===== config.mk =====
export PLATFORM = sky130hd
export DESIGN_NAME = hubcfg_loader
export DESIGN_NICKNAME = d
export VERILOG_FILES = /design/src/rtl/hubcfg_pkg.sv /design/src/rtl/hubcfg_skgen.sv /design/src/rtl/hubcfg_shift.sv /design/src/rtl/hubcfg_ctrl.sv /design/src/rtl/hubcfg_loader.sv
export SDC_FILE = /design/constraint.sdc
export NUM_CORES = 1
export LEC_CHECK = 0
export ABC_CLOCK_PERIOD_IN_PS = 2800
export BUFFER_PORTS_ARGS = -buffer_cell sky130_fd_sc_hd__buf_2
export CORE_UTILIZATION = 53
export CTS_CLUSTER_DIAMETER = 80
export DETAILED_ROUTE_END_ITERATION = 10
export PLACE_DENSITY = 0.71
export SYNTH_ARGS = -nofsm -noshare
export SYNTH_HDL_FRONTEND = slang
export SYNTH_SLANG_ARGS = --single-unit

===== constraint.sdc =====
create_clock -name clk -period 2.8 [get_ports clk]
set_input_delay 0.42 -clock clk [delete_from_list [all_inputs] [get_ports clk]]
set_output_delay 0.42 -clock clk [all_outputs]
set_load 0.02 [all_outputs]

===== src/rtl/hubcfg_pkg.sv =====
package hubcfg_pkg;
  typedef enum logic [2:0] {
    ST_START,
    ST_XFER,
    ST_GAP,
    ST_FIXED,
    ST_DONE
  } ld_state_t;

  localparam logic [2:0] READ_HDR = 3'b110; // start bit, then read opcode
  localparam int unsigned NWORD = 3;
endpackage


===== src/rtl/hubcfg_skgen.sv =====
module hubcfg_skgen #(
  parameter int unsigned SK_DIV = 48
) (
  input  logic clk,
  input  logic rst,
  input  logic run,
  output logic sk,
  output logic rise,
  output logic fall
);
  localparam int unsigned CW = (SK_DIV > 1) ? $clog2(SK_DIV) : 1;
  localparam logic [CW-1:0] RISE_AT = CW'(SK_DIV / 2 - 1);
  localparam logic [CW-1:0] FALL_AT = CW'(SK_DIV - 1);

  logic [CW-1:0] div_q;
  logic          sk_q;

  assign rise = run && (div_q == RISE_AT);
  assign fall = run && (div_q == FALL_AT);
  assign sk   = sk_q;

  always_ff @(posedge clk) begin
    if (rst || !run) begin
      div_q <= '0;
      sk_q  <= 1'b0;
    end else begin
      div_q <= fall ? '0 : div_q + 1'b1;
      if (rise)      sk_q <= 1'b1;
      else if (fall) sk_q <= 1'b0;
    end
  end
endmodule


===== src/rtl/hubcfg_shift.sv =====
module hubcfg_shift
  import hubcfg_pkg::*;
#(
  parameter int unsigned ADDR_W = 6,
  parameter int unsigned DATA_W = 16
) (
  input  logic              clk,
  input  logic              rst,
  input  logic              load,
  input  logic [ADDR_W-1:0] addr,
  input  logic              rise,
  input  logic              fall,
  input  logic              din,
  output logic              dout,
  output logic              oe,
  output logic [DATA_W-1:0] data,
  output logic              word_done
);
  localparam int unsigned CMD_W = ADDR_W + 3;
  localparam int unsigned TOTAL = CMD_W + 1 + DATA_W;
  localparam int unsigned EW    = $clog2(TOTAL + 1);

  logic [CMD_W-1:0]  cmd_q;
  logic [EW-1:0]     edges_q;
  logic              oe_q;
  logic [DATA_W-1:0] data_q;

  assign dout      = cmd_q[CMD_W-1];
  assign oe        = oe_q;
  assign data      = data_q;
  assign word_done = fall && (edges_q == EW'(TOTAL));

  always_ff @(posedge clk) begin
    if (rst) begin
      cmd_q   <= '0;
      edges_q <= '0;
      oe_q    <= 1'b0;
      data_q  <= '0;
    end else if (load) begin
      cmd_q   <= {READ_HDR, addr};
      edges_q <= '0;
      oe_q    <= 1'b1;
    end else if (rise) begin
      edges_q <= edges_q + 1'b1;
      // last command bit goes out on this edge: hand the line to the memory
      if (edges_q == EW'(CMD_W - 1)) oe_q <= 1'b0;
      // the edge right after the command carries the dummy zero: skip it
      if (edges_q >= EW'(CMD_W + 1)) data_q <= {data_q[DATA_W-2:0], din};
    end else if (fall) begin
      cmd_q <= {cmd_q[CMD_W-2:0], 1'b0};
    end
  end
endmodule


===== src/rtl/hubcfg_ctrl.sv =====
module hubcfg_ctrl
  import hubcfg_pkg::*;
#(
  parameter int unsigned       SK_DIV  = 48,
  parameter int unsigned       ADDR_W  = 6,
  parameter int unsigned       DATA_W  = 16,
  parameter logic [DATA_W-1:0] DEF_VID = 16'hC0DE,
  parameter logic [DATA_W-1:0] DEF_PID = 16'h0007
) (
  input  logic              clk,
  input  logic              rst,
  input  logic              strap,
  input  logic              pin,
  input  logic              word_done,
  input  logic [DATA_W-1:0] word_data,
  output logic              run,
  output logic              load,
  output logic [ADDR_W-1:0] addr,
  output logic              cs,
  output logic [DATA_W-1:0] vid,
  output logic [DATA_W-1:0] pid,
  output logic              ganged,
  output logic              done
);
  localparam int unsigned   GW      = (SK_DIV > 1) ? $clog2(SK_DIV) : 1;
  localparam logic [GW-1:0] GAP_END = GW'(SK_DIV - 1);
  localparam logic [1:0]    LAST_W  = 2'(NWORD - 1);

  ld_state_t         state_q;
  logic [1:0]        widx_q;
  logic [GW-1:0]     gap_q;
  logic              sh_gang_q;
  logic [DATA_W-1:0] sh_vid_q;

  assign run  = (state_q == ST_XFER);
  assign load = ((state_q == ST_START) && !strap) ||
                ((state_q == ST_GAP) && (gap_q == GAP_END));
  assign addr = ADDR_W'(widx_q);

  always_ff @(posedge clk) begin
    if (rst) begin
      state_q   <= ST_START;
      widx_q    <= '0;
      gap_q     <= '0;
      sh_gang_q <= 1'b0;
      sh_vid_q  <= DEF_VID;
      cs        <= 1'b0;
      vid       <= DEF_VID;
      pid       <= DEF_PID;
      ganged    <= 1'b0;
      done      <= 1'b0;
    end else begin
      done <= 1'b0;
      unique case (state_q)
        ST_START: begin
          if (strap) begin
            state_q <= ST_FIXED;
            ganged  <= pin;
            done    <= 1'b1;
          end else begin
            state_q <= ST_XFER;
            cs      <= 1'b1;
          end
        end
        ST_FIXED: ganged <= pin;
        ST_XFER: begin
          if (word_done) begin
            cs     <= 1'b0;
            gap_q  <= '0;
            widx_q <= widx_q + 1'b1;
            case (widx_q)
              2'd0:    sh_gang_q <= word_data[0];
              2'd1:    sh_vid_q  <= word_data;
              default: begin
                vid    <= sh_vid_q;
                pid    <= word_data;
                ganged <= sh_gang_q;
                done   <= 1'b1;
              end
            endcase
            state_q <= (widx_q == LAST_W) ? ST_DONE : ST_GAP;
          end
        end
        ST_GAP: begin
          if (gap_q == GAP_END) begin
            state_q <= ST_XFER;
            cs      <= 1'b1;
          end else begin
            gap_q <= gap_q + 1'b1;
          end
        end
        default: ;
      endcase
    end
  end
endmodule


===== src/rtl/hubcfg_loader.sv =====
module hubcfg_loader #(
  parameter int unsigned       SK_DIV  = 48,
  parameter int unsigned       ADDR_W  = 6,
  parameter int unsigned       DATA_W  = 16,
  parameter logic [DATA_W-1:0] DEF_VID = 16'hC0DE,
  parameter logic [DATA_W-1:0] DEF_PID = 16'h0007
) (
  input  logic              clk,
  input  logic              rst,
  input  logic              strap_ext,
  input  logic              ee_dio_i,
  output logic              ee_dio_o,
  output logic              ee_dio_oe,
  output logic              ee_cs,
  output logic              ee_sk,
  output logic [DATA_W-1:0] vid,
  output logic [DATA_W-1:0] pid,
  output logic              ganged,
  output logic              done
);
  logic              run, load, rise, fall, word_done;
  logic [ADDR_W-1:0] addr;
  logic [DATA_W-1:0] word_data;

  hubcfg_ctrl #(
    .SK_DIV(SK_DIV), .ADDR_W(ADDR_W), .DATA_W(DATA_W),
    .DEF_VID(DEF_VID), .DEF_PID(DEF_PID)
  ) u_ctrl (
    .clk(clk), .rst(rst), .strap(strap_ext), .pin(ee_dio_i),
    .word_done(word_done), .word_data(word_data),
    .run(run), .load(load), .addr(addr), .cs(ee_cs),
    .vid(vid), .pid(pid), .ganged(ganged), .done(done)
  );

  hubcfg_skgen #(.SK_DIV(SK_DIV)) u_skgen (
    .clk(clk), .rst(rst), .run(run),
    .sk(ee_sk), .rise(rise), .fall(fall)
  );

  hubcfg_shift #(.ADDR_W(ADDR_W), .DATA_W(DATA_W)) u_shift (
    .clk(clk), .rst(rst), .load(load), .addr(addr),
    .rise(rise), .fall(fall), .din(ee_dio_i),
    .dout(ee_dio_o), .oe(ee_dio_oe), .data(word_data), .word_done(word_done)
  );
endmodule


==> out/qor.yml <==
status:
  status: "finished clean"
drt:
  via_per_inst: 5.55
  vias: 3254
  drt-total-wl_um: 8110
  ant_nets: 0
  drc: 0
  drt-initial-drc-count: 142
  routedWlPerCell_um: 13.8
  drt_first_pass_iters: 6
yosys:
  synth.most_common_cell: "dfxtp_1"
  ys_top_cells_by_count: "dfxtp_1, nor2_1, mux2i_1"
  ys_top_cells_by_area: "dfxtp_1, mux2i_1, nor2_1"
  synth_seq_cells: 101
  synthFlopType: "dfxtp_1"
  synth_top_area_share_pct: 48.6
  synth_edf_count: 0
  synthCells: 454
  ys_async_sr_fraction_pct: 0
  ys_seq_area_share_pct: 48.6
  synth_nets: 466
  yosysWarningCount: 0
  yosysUniqueCellTypes: 50
  netlist_area_um2: 4160
  syn_area_per_cell_um2: 9.16
  synth_top_cell_by_area: "dfxtp_1"
worst_setup_path:
  crit_type: "register to register"
  slowest_stage: "or2_2"
  critPathArrivalTime_ns: 2.40
  worstPathMaxFanout: 23
  crit_path_end_kind: "register"
  critPathLaunchType: "register"
  crit_buf_inv: 1
  path_cells: "inv_1, ha_1, or2_2, a221oi_1, a21oi_1, a311oi_1"
  cp_slowest_stage_delay_ns: 0.51
  critPathTopFamily: "compound AO/OA/AOI/OAI gates"
  crit_required_ns: 3.08
global_routing:
  grt_pass1_vias: 2968
  grt_pass1_wl_um: 13900
  grt_start_max_net_pins: 47
  overflow: 0
  grt_usage_pct: 20.8
  antenna_found_initial: 0
clocking:
  htreeDepth: 3
  clkSlewWorstSetupHoldPaths_ns: 0.10
  numCtsBuffers: 9
  cts_resized: 0
  cts_tree: "yes"
  clock_latency_ns: 0.37
  hold_buffers: 0
  clock-sinks: 101
  root_buffer: "clkbuf_8"
  post_cts_buffers: 0
  cts_max_path_buffers: 2
sta:
  period_share_pct: 75.7
  maxSlewViolCount: 0
  setup_viol: 0
  rsz0062_at_grt: "false"
  fin_crit_ns: 2.12
  tightestPinTransition_ns: 0.434
  finalHoldViolations: 0
  max_freq_ghz: 0.472
  fin_skew_ns: 0.0151
  relSlewSlack_pct: 71.0
  fin_setup_tns_ns: 0
die:
  die-area_um2: 8200
  dieHeight_um: 90.6
  core_um2: 7410
  die_w_um: 90.6
  io_pins: 42
  num_rows: 31
  start_util_pct: 56.1
power:
  p_per_area_nw_per_um2: 533
  total_power_w: 0.00246
  ir_worst_vdd_mv: 0.396
  p_leak_nw: 1.97
layout:
  nFillCells: 663
  syn2layout_area_growth_pct: 11.0
  fin_nets: 494
  final_area_um2: 4610
  n_antenna_cell: 0
  drive_above_1_share_pct: 16.0
  fin_util_pct: 62.3
placed_design:
  numPortBuffers: 41
  gp_congestion: 0.815
  placed_cell_area_um2: 4420
  dp_hpwl_um: 5560
flow_run:
  maxCapViolCount: 0
hold_path:
  hp-class: "primary input to register"
-- placed cells by master (no fill, tap or decap), types with 9 or more instances in the layout --
master	n
buf_4	10
clkbuf_8	9
a21oi_1	43
nand3_1	36
inv_1	10
buf_2	41
o21ai_0	32
mux2i_1	46
nor2_1	68
dfxtp_1	101
-- final cells by class --
class,count,area [um^2],share of cell area [%]
multi-input combinational,309,1960,42.5
clock buffer,9,124,2.68
sequential,101,2020,43.8
clock inverter,7,67.6,1.46
timing repair buffer,51,280,6.07
tap,99,124,2.68
inverter,10,37.5,0.813
-- registers in the layout, summed over array words and instances (netlist names), 2 cells and up --
name,flops
u_ctrl.pid,16
u_ctrl.widx_q,2
u_ctrl.vid,16
u_shift.data,16
u_shift.cmd_q,9
u_ctrl.gap_q,6
u_ctrl.state_q,3
u_ctrl.sh_vid_q,16
u_skgen.div_q,6
u_shift.edges_q,5
-- layer usage --
| layer | share of wire (%) | GRT usage [%] | routed length [um] |
|---|---|---|---|
| met4 | 1.7 | 8.20 | 134 |
| met3 | 3.7 | 3.96 | 301 |
| met2 | 45 | 32.1 | 3640 |
| met1 | 50 | 28.5 | 4030 |
| met5 | 0 | 0 | 0 |
-- logic make-up (layout without fill, tap and decap cells) --
| group | after synthesis | count (layout) | share of synthesized area (%) |
|---|---|---|---|
| compound gates | 98 | 98 | 13.7 |
| xor+xnor | 8 | 8 | 1.69 |
| fa+ha+maj | 8 | 8 | 2.41 |
| buf+inv | 44 | 77 | 4.39 |
| flops | 101 | 101 | 48.6 |
| mux | 46 | 46 | 11.1 |
| simple gates | 149 | 149 | 18.1 |
-- metrics by stage --
step / hold slack (ns) / setup WS, ns / std cells
floorplan: 0.413 / 0.871 / 454
global placement: 0.424 / 0.757 / 570
detailed placement: 0.436 / 0.678 / 570
CTS: 0.318 / 0.662 / 586
global route: 0.357 / 0.444 / 586
finish: 0.330 / 0.681 / 586
-- worst paths after layout --
| check | from | slack, ns | end | cells after the start |
|---|---|---|---|---|
| setup / recovery | u_ctrl.widx_q[1] | 0.68 | u_ctrl.ganged | 6 |
| hold / removal | ee_dio_i | 0.33 | u_shift.data[0] | 3 |
| setup reg to reg | u_ctrl.widx_q[1] | 0.68 | u_ctrl.ganged | 6 |
| hold reg to reg | u_skgen.div_q[0] | 0.45 | u_skgen.div_q[0] | 1 |
-- power by group --
part | total, W | internal (W) | switching (W)
Sequential | 0.00146 | 0.00145 | 0.0000143
Clock | 0.000885 | 0.000345 | 0.000540
Combinational | 0.000111 | 0.0000385 | 0.0000727
-- worst reg2reg max path, stage by stage, from the launching register on --
cell and delay [ns]:
dfxtp_1 0.38, inv_1 0.07, ha_1 0.31, or2_2 0.51, a221oi_1 0.40, a21oi_1 0.11
a311oi_1 0.26
Power figures use the tool's default switching activity.
